===== src/rtl/ramp_seq_pkg.sv =====
package ramp_seq_pkg;

    localparam int unsigned STEP_CODE_W    = 4;
    localparam int unsigned PAUSE_CODE_W   = 6;
    localparam int unsigned MAX_STEP_MS    = 512;
    localparam int unsigned MAX_PAUSE_MULT = 7000;
    localparam int unsigned STEP_W         = $clog2(MAX_STEP_MS + 1);
    localparam int unsigned MULT_W         = $clog2(MAX_PAUSE_MULT + 1);
    localparam int unsigned DWELL_W        = STEP_W + MULT_W;

    // Dwell per table entry in milliseconds, indexed by step code.
    function automatic logic [STEP_W-1:0] step_ms(input logic [STEP_CODE_W-1:0] code);
        logic [STEP_W-1:0] v;
        case (code)
            4'd0:    v = STEP_W'(0);
            4'd1:    v = STEP_W'(1);
            4'd2:    v = STEP_W'(2);
            4'd3:    v = STEP_W'(3);
            4'd4:    v = STEP_W'(4);
            4'd5:    v = STEP_W'(6);
            4'd6:    v = STEP_W'(8);
            4'd7:    v = STEP_W'(16);
            4'd8:    v = STEP_W'(18);
            4'd9:    v = STEP_W'(24);
            4'd10:   v = STEP_W'(32);
            4'd11:   v = STEP_W'(36);
            4'd12:   v = STEP_W'(64);
            4'd13:   v = STEP_W'(128);
            4'd14:   v = STEP_W'(256);
            default: v = STEP_W'(512);
        endcase
        return v;
    endfunction

    // End pause expressed as a multiple of the step dwell.
    function automatic logic [MULT_W-1:0] pause_mult(input logic [PAUSE_CODE_W-1:0] code);
        logic [MULT_W-1:0] v;
        if (code < PAUSE_CODE_W'(16)) begin
            v = MULT_W'(code) + MULT_W'(1);
        end else begin
            case (code)
                6'd16:   v = MULT_W'(23);
                6'd17:   v = MULT_W'(28);
                6'd18:   v = MULT_W'(31);
                6'd19:   v = MULT_W'(42);
                6'd20:   v = MULT_W'(47);
                6'd21:   v = MULT_W'(56);
                6'd22:   v = MULT_W'(63);
                6'd23:   v = MULT_W'(83);
                6'd24:   v = MULT_W'(94);
                6'd25:   v = MULT_W'(111);
                6'd26:   v = MULT_W'(125);
                6'd27:   v = MULT_W'(167);
                6'd28:   v = MULT_W'(188);
                6'd29:   v = MULT_W'(222);
                6'd30:   v = MULT_W'(250);
                6'd31:   v = MULT_W'(333);
                6'd32:   v = MULT_W'(375);
                6'd33:   v = MULT_W'(500);
                6'd34:   v = MULT_W'(667);
                6'd35:   v = MULT_W'(750);
                6'd36:   v = MULT_W'(800);
                6'd37:   v = MULT_W'(900);
                6'd38:   v = MULT_W'(1000);
                6'd39:   v = MULT_W'(1100);
                6'd40:   v = MULT_W'(1200);
                6'd41:   v = MULT_W'(1300);
                6'd42:   v = MULT_W'(1400);
                6'd43:   v = MULT_W'(1500);
                6'd44:   v = MULT_W'(1600);
                6'd45:   v = MULT_W'(1800);
                6'd46:   v = MULT_W'(2000);
                6'd47:   v = MULT_W'(2500);
                6'd48:   v = MULT_W'(3000);
                6'd49:   v = MULT_W'(3500);
                6'd50:   v = MULT_W'(4000);
                6'd51:   v = MULT_W'(4500);
                6'd52:   v = MULT_W'(5000);
                6'd53:   v = MULT_W'(5500);
                6'd54:   v = MULT_W'(6000);
                6'd55:   v = MULT_W'(6500);
                default: v = MULT_W'(7000);
            endcase
        end
        return v;
    endfunction

endpackage


===== src/rtl/ramp_lut_mem.sv =====
module ramp_lut_mem #(
    parameter int unsigned DEPTH = 64,
    parameter int unsigned DW    = 9,
    localparam int unsigned AW   = $clog2(DEPTH)
) (
    input  logic          clk_i,
    input  logic          rst_ni,
    input  logic          we_i,
    input  logic [AW-1:0] wr_addr_i,
    input  logic [DW-1:0] wr_data_i,
    input  logic [AW-1:0] rd_addr_i,
    output logic [DW-1:0] rd_data_o
);

    logic [DW-1:0] mem_d [DEPTH];
    logic [DW-1:0] mem_q [DEPTH];

    always_comb begin
        mem_d = mem_q;
        if (we_i) begin
            mem_d[wr_addr_i] = wr_data_i;
        end
    end

    always_ff @(posedge clk_i or negedge rst_ni) begin
        if (!rst_ni) begin
            for (int e = 0; e < DEPTH; e++) begin
                mem_q[e] <= '0;
            end
        end else begin
            mem_q <= mem_d;
        end
    end

    assign rd_data_o = mem_q[rd_addr_i];

endmodule


===== src/rtl/ramp_dwell_decode.sv =====
module ramp_dwell_decode
    import ramp_seq_pkg::*;
(
    input  logic [STEP_CODE_W-1:0]  step_code_i,
    input  logic [PAUSE_CODE_W-1:0] pause_code_i,
    output logic [STEP_W-1:0]       step_len_o,
    output logic [DWELL_W-1:0]      pause_len_o
);

    logic [STEP_W-1:0] ms;
    logic [MULT_W-1:0] mult;

    always_comb begin
        ms   = step_ms(step_code_i);
        mult = pause_mult(pause_code_i);
        // A zero dwell still needs one tick to move on.
        step_len_o  = (ms == '0) ? STEP_W'(1) : ms;
        pause_len_o = DWELL_W'(mult) * DWELL_W'(step_len_o);
    end

endmodule


===== src/rtl/ramp_walker.sv =====
module ramp_walker
    import ramp_seq_pkg::*;
#(
    parameter int unsigned IW = 6
) (
    input  logic               clk_i,
    input  logic               rst_ni,
    input  logic               run_i,
    input  logic               tick_i,
    input  logic [IW-1:0]      lo_i,
    input  logic [IW-1:0]      hi_i,
    input  logic               dir_up_i,
    input  logic               loop_i,
    input  logic               reverse_i,
    input  logic               pause_hi_en_i,
    input  logic               pause_lo_en_i,
    input  logic [STEP_W-1:0]  step_len_i,
    input  logic [DWELL_W-1:0] pause_len_i,
    output logic [IW-1:0]      idx_o,
    output logic               up_o
);

    typedef struct packed {
        logic [IW-1:0]      idx;
        logic               up;
        logic               leg;
        logic               done;
        logic               pause;
        logic [DWELL_W-1:0] cnt;
    } walk_t;

    walk_t walk_d, walk_q;

    logic [IW-1:0]      target;
    logic [IW-1:0]      back_target;
    logic [DWELL_W-1:0] cnt_inc;
    logic [DWELL_W-1:0] step_ext;
    logic               end_pause_en;
    logic               finish;

    always_comb begin
        walk_d       = walk_q;
        target       = walk_q.up ? hi_i : lo_i;
        back_target  = walk_q.up ? lo_i : hi_i;
        cnt_inc      = walk_q.cnt + DWELL_W'(1);
        step_ext     = DWELL_W'(step_len_i);
        end_pause_en = walk_q.up ? pause_hi_en_i : pause_lo_en_i;
        finish       = 1'b0;

        if (!run_i) begin
            walk_d.idx   = dir_up_i ? lo_i : hi_i;
            walk_d.up    = dir_up_i;
            walk_d.leg   = 1'b0;
            walk_d.done  = 1'b0;
            walk_d.pause = 1'b0;
            walk_d.cnt   = '0;
        end else if (tick_i && !walk_q.done) begin
            if (walk_q.pause) begin
                if (cnt_inc >= pause_len_i) begin
                    walk_d.cnt   = '0;
                    walk_d.pause = 1'b0;
                    finish       = 1'b1;
                end else begin
                    walk_d.cnt = cnt_inc;
                end
            end else if (cnt_inc >= step_ext) begin
                walk_d.cnt = '0;
                if (walk_q.idx != target) begin
                    walk_d.idx = walk_q.up ? walk_q.idx + IW'(1) : walk_q.idx - IW'(1);
                end else if (end_pause_en) begin
                    walk_d.pause = 1'b1;
                end else begin
                    finish = 1'b1;
                end
            end else begin
                walk_d.cnt = cnt_inc;
            end

            if (finish) begin
                if (reverse_i) begin
                    if (!walk_q.leg || loop_i) begin
                        walk_d.up  = !walk_q.up;
                        walk_d.leg = !walk_q.leg;
                        if (walk_q.idx != back_target) begin
                            walk_d.idx = walk_q.up ? walk_q.idx - IW'(1) : walk_q.idx + IW'(1);
                        end
                    end else begin
                        walk_d.done = 1'b1;
                    end
                end else if (loop_i) begin
                    walk_d.idx = walk_q.up ? lo_i : hi_i;
                end else begin
                    walk_d.done = 1'b1;
                end
            end
        end
    end

    always_ff @(posedge clk_i or negedge rst_ni) begin
        if (!rst_ni) begin
            walk_q <= '0;
        end else begin
            walk_q <= walk_d;
        end
    end

    assign idx_o = walk_q.idx;
    assign up_o  = walk_q.up;

endmodule


===== src/rtl/duty_ramp_seq.sv =====
module duty_ramp_seq
    import ramp_seq_pkg::*;
#(
    parameter int unsigned DEPTH = 64,
    parameter int unsigned DW    = 9,
    localparam int unsigned IW   = $clog2(DEPTH)
) (
    input  logic                    clk_i,
    input  logic                    rst_ni,
    input  logic                    tick_i,
    input  logic                    ramp_en_i,
    input  logic                    ramp_go_i,
    input  logic                    bypass_i,
    input  logic [DW-1:0]           reg_duty_i,
    input  logic [IW-1:0]           lo_idx_i,
    input  logic [IW-1:0]           hi_idx_i,
    input  logic [STEP_CODE_W-1:0]  step_code_i,
    input  logic                    dir_up_i,
    input  logic                    loop_i,
    input  logic                    reverse_i,
    input  logic                    pause_hi_en_i,
    input  logic [PAUSE_CODE_W-1:0] pause_hi_code_i,
    input  logic                    pause_lo_en_i,
    input  logic [PAUSE_CODE_W-1:0] pause_lo_code_i,
    input  logic                    tbl_we_i,
    input  logic [IW-1:0]           tbl_addr_i,
    input  logic [DW-1:0]           tbl_data_i,
    output logic [DW-1:0]           duty_o,
    output logic [IW-1:0]           idx_o
);

    logic                    run;
    logic                    walk_up;
    logic [PAUSE_CODE_W-1:0] pause_code;
    logic [STEP_W-1:0]       step_len;
    logic [DWELL_W-1:0]      pause_len;
    logic [DW-1:0]           tbl_rd;

    assign run        = ramp_en_i & ramp_go_i;
    assign pause_code = walk_up ? pause_hi_code_i : pause_lo_code_i;

    ramp_lut_mem #(
        .DEPTH (DEPTH),
        .DW    (DW)
    ) i_lut (
        .clk_i     (clk_i),
        .rst_ni    (rst_ni),
        .we_i      (tbl_we_i),
        .wr_addr_i (tbl_addr_i),
        .wr_data_i (tbl_data_i),
        .rd_addr_i (idx_o),
        .rd_data_o (tbl_rd)
    );

    ramp_dwell_decode i_decode (
        .step_code_i  (step_code_i),
        .pause_code_i (pause_code),
        .step_len_o   (step_len),
        .pause_len_o  (pause_len)
    );

    ramp_walker #(
        .IW (IW)
    ) i_walker (
        .clk_i         (clk_i),
        .rst_ni        (rst_ni),
        .run_i         (run),
        .tick_i        (tick_i),
        .lo_i          (lo_idx_i),
        .hi_i          (hi_idx_i),
        .dir_up_i      (dir_up_i),
        .loop_i        (loop_i),
        .reverse_i     (reverse_i),
        .pause_hi_en_i (pause_hi_en_i),
        .pause_lo_en_i (pause_lo_en_i),
        .step_len_i    (step_len),
        .pause_len_i   (pause_len),
        .idx_o         (idx_o),
        .up_o          (walk_up)
    );

    assign duty_o = bypass_i ? reg_duty_i : tbl_rd;

endmodule


===== config.mk =====
export PLATFORM = sky130hd
export DESIGN_NAME = duty_ramp_seq
export DESIGN_NICKNAME = d
export VERILOG_FILES = /design/src/rtl/ramp_seq_pkg.sv /design/src/rtl/ramp_lut_mem.sv /design/src/rtl/ramp_dwell_decode.sv /design/src/rtl/ramp_walker.sv /design/src/rtl/duty_ramp_seq.sv
export SDC_FILE = /design/constraint.sdc
export NUM_CORES = 1
export LEC_CHECK = 0
export ABC_AREA = 1
export ABC_CLOCK_PERIOD_IN_PS = 7700
export BUFFER_PORTS_ARGS = -buffer_cell sky130_fd_sc_hd__buf_2
export CAP_MARGIN = 20
export CORE_MARGIN = 2
export CORE_UTILIZATION = 25
export DETAILED_ROUTE_END_ITERATION = 10
export PLACE_DENSITY = 0.38
export RECOVER_POWER = 50
export SLEW_MARGIN = 0
export SYNTH_ARGS = -nofsm -noshare
export SYNTH_HDL_FRONTEND = slang
export SYNTH_HIERARCHICAL = 1
export SYNTH_SLANG_ARGS = --single-unit

===== constraint.sdc =====
create_clock -name clk_i -period 7.7 [get_ports clk_i]
set_clock_uncertainty 0.05 [all_clocks]
set_input_delay 1.54 -clock clk_i [delete_from_list [all_inputs] [get_ports clk_i]]
set_output_delay 1.54 -clock clk_i [all_outputs]
set_load 0.02 [all_outputs]

* After elaboration in Yosys (flattened, before gate mapping)
Memory sizes are Yosys's and may differ from the RTL's. Cells that the tools add are included. Widths: inputs -> output; s select.
Storage, ports and cells: bits in registers 609, memory bits (read-only) 992, input bits 64, output and inout bits 15, word-level logic and storage cells 147, memories kept 2
Memories:
- (name not given) | depth 64, bits a word 13, rd ports 1, clocked after memory_dff 0, wr ports 0, line ramp_seq_pkg.sv:41 | case (code)
- (name not given) | depth 16, bits a word 10, rd ports 1, clocked after memory_dff 0, wr ports 0, line ramp_seq_pkg.sv:14 | case (code)
Operators by class: add/subtract/negate cells 4, $mul 1, $lt $le $gt $ge 6, eq/ne operators 8, multiplexer cells 44, bitwise logic cells 3, reduce and logical (&&, ||, !) cells 9
Operator list (count):
- $bwmux 576 | 1
- $mux 6 | 12
- $mux 33 | 2
- $bmux 9 s6 | 1
- $demux 9 s6 | 1
- $mux 23 | 2
- $mux 9 | 5
- $mux 24 | 1
- $add 23x1->23 const B | 1
- $ge 23x10->1 | 1
- $ge 23x23->1 | 1
- $mul 13x10->23 | 1
- $mux 1 | 15
- $ge 7x7->1 const B | 2
- $not 6->7 | 2
- $mux 13 | 1
- $ne 6x6->1 | 2
- $logic_not 10->1 | 1
- $mux 10 | 1
- $mux 8 | 1
- $ne 2x2->1 const B | 4
- $reduce_and 4->1 | 2
- $add 6x1->7 const B | 1
- $lt 7x1->1 const B | 1
- 9 further kinds | 13

* Logic depth before layout (Yosys ltp)
depth in word-level cells 12, mapped depth 48, depth with buffers taken out 47

* By module
Netlist, hierarchy kept.
Modules (own cells, without submodules):
- ramp_lut_mem | times used 1, cells an instance 3301, area each 26729.4 µm², seq. area each 14413.8 µm²
- ramp_dwell_decode | times used 1, cells an instance 806, area each 5383.9 µm², seq. area each 0.0 µm²
- ramp_walker | times used 1, cells an instance 634, area each 4106.4 µm², seq. area each 825.8 µm²
- duty_ramp_seq | times used 1, cells an instance 50, area each 195.2 µm², seq. area each 0.0 µm²

* Least setup slack after synthesis
Ideal clock, no wire load.
path kind input to register, start point input port pause_hi_code_i[0], end point register i_walker/walk_q[10] (netlist bit), library setup time 142 ps, arrival 8251 ps, required time 7508 ps, setup slack -742 ps, cell stages on the path 43, path buffers 1, cell sequence nand2_1 -> nand2_1 -> inv_1 -> ha_1 -> inv_1 -> nand2_1 -> nand2_1 -> o21ai_0 -> nor2_1 -> nand2_1 -> nand2_1 -> inv_1 -> nand2_1 -> fa_1 -> inv_1 -> fa_1 -> fa_1 -> fa_1 -> (+7 left out) -> nand3_1 -> nand2_1 -> nand2_1 -> nand2_1 -> nand2_1 -> inv_1 -> ha_1 -> nand4_1 -> nor3b_1 -> and2_1 -> nand3_1 -> nand4_1 -> nand2_1 -> nand4_1 -> nor2_8 -> inv_2 -> buf_6 -> o22ai_2
Between the ends: word-level cells in the longest chain between the ends 9, elaborated cells between the ends (all ways) 11, classes of those cells add/sub: 1; mul: 1; order compare: 2; mux: 6; memory: 1
RTL lines:
- start, declared | line duty_ramp_seq.sv:22 | input logic [PAUSE_CODE_W-1:0] pause_hi_code_i,
- $mux 6 (*) | line duty_ramp_seq.sv:40 | assign pause_code = walk_up ? pause_hi_code_i : pause_lo_code_i;
- net pause_code[0] | line duty_ramp_seq.sv:34 | logic [PAUSE_CODE_W-1:0] pause_code;
- $mem_v2 64x13, or another cell as far along
- $mux 13 (*) | line ramp_seq_pkg.sv:38 | if (code < PAUSE_CODE_W'(16)) begin
- $mul 13x10->23 (*) | line ramp_dwell_decode.sv:18 | pause_len_o = DWELL_W'(mult) * DWELL_W'(step_len_o);
- net pause_len[19] | line duty_ramp_seq.sv:36 | logic [DWELL_W-1:0] pause_len;
- $ge 23x23->1 (*) | line ramp_walker.sv:59 | if (cnt_inc >= pause_len_i) begin
- $mux 23 (*) | line ramp_walker.sv:59
- $mux 24 (*) | line ramp_walker.sv:58 | if (walk_q.pause) begin
- $mux 33 (*) | line ramp_walker.sv:57 | end else if (tick_i && !walk_q.done) begin
- $mux 33 (*) | line ramp_walker.sv:50 | if (!run_i) begin
- end signal, assigned | line ramp_walker.sv:103 | walk_q <= walk_d;
- end, declared | line ramp_walker.sv:32 | walk_t walk_d, walk_q;
Mark *: on every way through the listed nets, which the timed path passes. The rest lies on a longest branch. The select of a mux whose other input is x is not followed. A chain may end at the register's enable or synchronous reset.

* Worst setup path after layout
start point input port pause_lo_code_i[1], end point register i_walker/walk_q[2] (netlist bit)
Between the ends: word-level cells in the longest chain between the ends 9, elaborated cells between the ends (all ways) 11, classes of those cells add/sub: 1; mul: 1; order compare: 2; mux: 6; memory: 1
RTL lines:
- start, declared | line duty_ramp_seq.sv:24 | input logic [PAUSE_CODE_W-1:0] pause_lo_code_i,
- $mux 6 (*) | line duty_ramp_seq.sv:40
- net pause_code[1] | line duty_ramp_seq.sv:34
- $mem_v2 64x13, or another cell as far along
- $mux 13 (*) | line ramp_seq_pkg.sv:38
- $mul 13x10->23 (*) | line ramp_dwell_decode.sv:18
- net pause_len[19] | line duty_ramp_seq.sv:36
- $ge 23x23->1 (*) | line ramp_walker.sv:59
- $mux 23 (*) | line ramp_walker.sv:59
- $mux 24 (*) | line ramp_walker.sv:58
- $mux 33 (*) | line ramp_walker.sv:57
- $mux 33 (*) | line ramp_walker.sv:50
Marks and branches as above.

==> qor.tcl <==
set qor(status) {finished with violations}
set qor(violations) {capacitance limit, slew limit, setup timing}
set qor(highest_clock_rate_mhz) 127.1
set qor(clk_pin_slew_ps) 60
set qor(synth_flop_cell) {sky130_fd_sc_hd__dfrtp_1}
set qor(num_rows) 140
set qor(worst_setup_path_end_kind) {flop}
set qor(clkLatencyLatePin_ps) 650
set qor(drt-total-wl_mm) 124.8
set qor(postSynth.asyncResetShare_pct) 100.0
set qor(grt_antenna_before_repair) 1
set qor(timing_max_transition_violations_final) 95
set qor(storage_cell_area_um2) 15250
set qor(io-pin-count) 79
set qor(critical_path.max_fanout) 6
set qor(worstSetupStartpointType) {primary input}
set qor(min_period_over_period_pct) 102.2
set qor(post_cts_hold_buffer_count) 0
set qor(num-fill-cells) 15810
set qor(cp_slowest_cell) {sky130_fd_sc_hd__fa_2}
set qor(final_design_area_no_fill_um2) 43430
set qor(synth.net_count) 5043
set qor(largest_net_degree_at_the_start_of_global_routing) 158
set qor(die_area_um2) 148700
set qor(postSynthAreaPerCell_um2) 7.601
set qor(layout_cell_share_with_drive_strength_beyond_1_pct) 16.47
set qor(yosysTopAreaCellShare_pct) 41.85
set qor(crit_arrival_ps) 8350
set qor(synthesis.instances) 4791
set qor(synth-edff-count) 0
set qor(via_count) 31470
set qor(final_net_count) 5165
set qor(synthesis.area_um2) 36410
set qor(port_buffers) 78
set qor(cp_top_family) {adder cells}
set qor(iteration_0_drc_count_of_the_detailed_router) 2199
set qor(core_area_um2) 145200
set qor(worst_pin_slew_ps) 5760
set qor(power.density_cell_area_nw_per_um2) 242.4
set qor(detail_route.first_pass.iterations) 5
set qor(library_cell_appearing_most_often_on_the_critical_path) {sky130_fd_sc_hd__fa_1}
set qor(start_util_pct) 25.08
set qor(route.detailed.drc) 0
set qor(numCtsBuffers) 73
set qor(yosysMostFrequentCell) {sky130_fd_sc_hd__nand2_1}
set qor(crit_path_max_cell_delay_ps) 600
set qor(rsz0062_at_grt) {true}
set qor(min-delay-path-class) {flop to flop}
set qor(total_count_of_hold_check_failures_in_the_final_report) 0
set qor(synth_area_leaders) {sky130_fd_sc_hd__dfrtp_1, sky130_fd_sc_hd__nand2_1, sky130_fd_sc_hd__nand3_1}
set qor(leakagePower_nw) 20.27
set qor(finalSetupViolCount) 32
set qor(gpl.final_weighted_congestion) 0.8439
set qor(die_width_um) 385.7
set qor(place.detailed.hpwl_mm) 78.57
set qor(finalWorstSetupSlack_ps) -167.2
set qor(multi_input_area_um2) 19690
set qor(first_pass_grt_wire_length_mm) 195.7
set qor(grt_pass1_vias) 32020
set qor(detail_route.vias_per_cell) 4.580
set qor(slew_headroom_pct) -284.0
set qor(finalWorstPathRequiredPeriod_ps) 7867
set qor(antenna-diode-count) 0
set qor(track_usage_pct) 16.93
set qor(overflow) 0
set qor(critPathKind) {primary input to flop}
set qor(yosys.area.top_type) {sky130_fd_sc_hd__dfrtp_1}
set qor(setup_tns_ps) -3322
set qor(drv.max_cap_violation_count) 1
set qor(synth-seq-cells) 609
set qor(post_synthesis_to_final_layout_area_growth_pct) 19.28
set qor(cts_root_buffer) {sky130_fd_sc_hd__clkbuf_16}
set qor(dpl_cell_area_um2) 40020
set qor(per_cell_routed_wire_length_um) 18.17
set qor(htreeDepth) 3
set qor(buffers_and_inverters_on_the_worst_path) 5
set qor(die-height_um) 385.7
set qor(cp.required_ps) 8180
set qor(numClockSinks) 609
set qor(seq_area_frac_synth_pct) 41.85
set qor(clockBufferDepth) 3
set qor(cts_tree) {built}
set qor(vdd.ir_drop.worst_v) 0.0001718
set qor(route.antenna.remaining_nets) 0
set qor(synth-warning-count) 6
set qor(fin_hold_ws_ps) 430.8
set qor(synthTopCellsByCount) {sky130_fd_sc_hd__nand2_1, sky130_fd_sc_hd__dfrtp_1, sky130_fd_sc_hd__nand3_1, sky130_fd_sc_hd__o21ai_0, sky130_fd_sc_hd__inv_1}
set qor(synth.lib_cells_used.distinct) 60
==> where the power goes <==
part | switching [mW] | internal (mW)
logic | 2.03 | 1.23
clock network | 1.44 | 1.93
registers | 0.253 | 3.63
==> path summary, 6_finish.rpt <==
kind                                    startpoint                 end  slack, ps  depth (start not counted)
worst max-delay path            pause_lo_code_i[1]  i_walker/walk_q[2]       -170                         38
worst min-delay path               i_lut/mem_q[61]     i_lut/mem_q[61]        430                          2
worst max register to register       i_walker/up_o  i_walker/walk_q[2]         40                         46
worst min register to register     i_lut/mem_q[61]     i_lut/mem_q[61]        430                          2
max in group asynchronous                   rst_ni    i_lut/mem_q[314]        830                          2
min in group asynchronous                   rst_ni    i_lut/mem_q[372]       2970                          1
==> cell families (layout without fill, tap and decap cells) <==
logic type | count (synthesis) | in the layout | synth area share, %
compound gates | 742 | 742 | 10.76
flops | 609 | 609 | 41.85
mux | 2 | 2 | 0.05498
fa+ha+maj | 188 | 188 | 8.233
buf+inv | 593 | 755 | 7.123
simple gates | 2619 | 2619 | 31.06
xor+xnor | 38 | 38 | 0.9140
==> worst reg2reg max path: cells and delay by family (launching register included) <==
kind                       cells  cell delay (ps)
adders and majority gates      8             3240
DFF                            1              420
AOI/OAI and AO/OA              2              270
and+or+nand+nor               24             2440
buffers and inverters         12             1100
==> cell type report <==
class / instances / area share (%)
timing repair buffer: 321 / 5.828
inverter: 318 / 2.947
sequential: 609 / 35.12
tap: 1917 / 5.522
clock inverter: 15 / 0.5099
clock buffer: 100 / 4.719
timing repair inverter: 1 / 0.02593
multi-input combinational: 3589 / 45.33
==> stage by stage <==
stage	setup slack (ps)	util, %	std cells	power, mW
final	-167.2	29.91	6870	10.53
after global routing	-446.4	29.91	6870	11.25
after CTS	2.106	29.48	6858	10.56
after detailed placement	-1056	27.56	6723	6.965
after global placement	-1012	27.55	6722	6.962
after floorplan	-164.5	-	4791	5.806
==> registers in the layout, summed over array words and instances, names as in the netlist <==
signal and cells:
i_lut/mem_q 576, i_walker/walk_q 26, i_walker/idx_o 6, i_walker/up_o 1
==> per-layer routing <==
layer / global-route usage [%] / wire (µm) / vias to the layer above / part of all wire [%]
met5: 0 / 10 / - / 0.0080
met4: 4.014 / 2186 / 2 / 1.8
met3: 2.007 / 3837 / 113 / 3.1
met2: 28.06 / 58500 / 433 / 47
met1: 23.44 / 60270 / 15190 / 48
li1: - / - / 15730 / -
==> cell usage in the layout, fill, tap and decap left out, types with 10 or more instances in the layout <==
| cell type | count |
|---|---|
| sky130_fd_sc_hd__nand2_1 | 1588 |
| sky130_fd_sc_hd__inv_1 | 239 |
| sky130_fd_sc_hd__ha_4 | 25 |
| sky130_fd_sc_hd__nand4_1 | 26 |
| sky130_fd_sc_hd__clkbuf_16 | 74 |
| sky130_fd_sc_hd__o21ai_0 | 523 |
| sky130_fd_sc_hd__o22ai_2 | 14 |
| sky130_fd_sc_hd__nand2_2 | 102 |
| sky130_fd_sc_hd__nand3_2 | 15 |
| sky130_fd_sc_hd__nor2_4 | 28 |
| sky130_fd_sc_hd__a21oi_2 | 20 |
| sky130_fd_sc_hd__nor3_1 | 13 |
| sky130_fd_sc_hd__clkinv_2 | 12 |
| sky130_fd_sc_hd__nor3_4 | 11 |
| sky130_fd_sc_hd__nor2_1 | 213 |
| sky130_fd_sc_hd__ha_1 | 73 |
| sky130_fd_sc_hd__buf_6 | 21 |
| sky130_fd_sc_hd__nor2_2 | 31 |
| sky130_fd_sc_hd__clkbuf_8 | 10 |
| sky130_fd_sc_hd__o21ai_1 | 30 |
| sky130_fd_sc_hd__buf_12 | 18 |
| sky130_fd_sc_hd__a21oi_1 | 121 |
| sky130_fd_sc_hd__xor2_1 | 34 |
| sky130_fd_sc_hd__dfrtp_1 | 605 |
| sky130_fd_sc_hd__buf_4 | 203 |
| sky130_fd_sc_hd__inv_2 | 47 |
| sky130_fd_sc_hd__nand3_1 | 536 |
| sky130_fd_sc_hd__clkbuf_1 | 22 |
| sky130_fd_sc_hd__buf_2 | 69 |
| sky130_fd_sc_hd__nand2_4 | 18 |
| sky130_fd_sc_hd__fa_1 | 79 |
==> timing repair <==
item,in CTS,in global routing
setup endpoints to repair,32,33
gates resized for setup,99,154
pin swaps,63,92
endpoints found under the hold margin,0,0
gates cloned,0,1
buffers inserted,20,13
No activity file was read; power rests on OpenSTA's default activity.
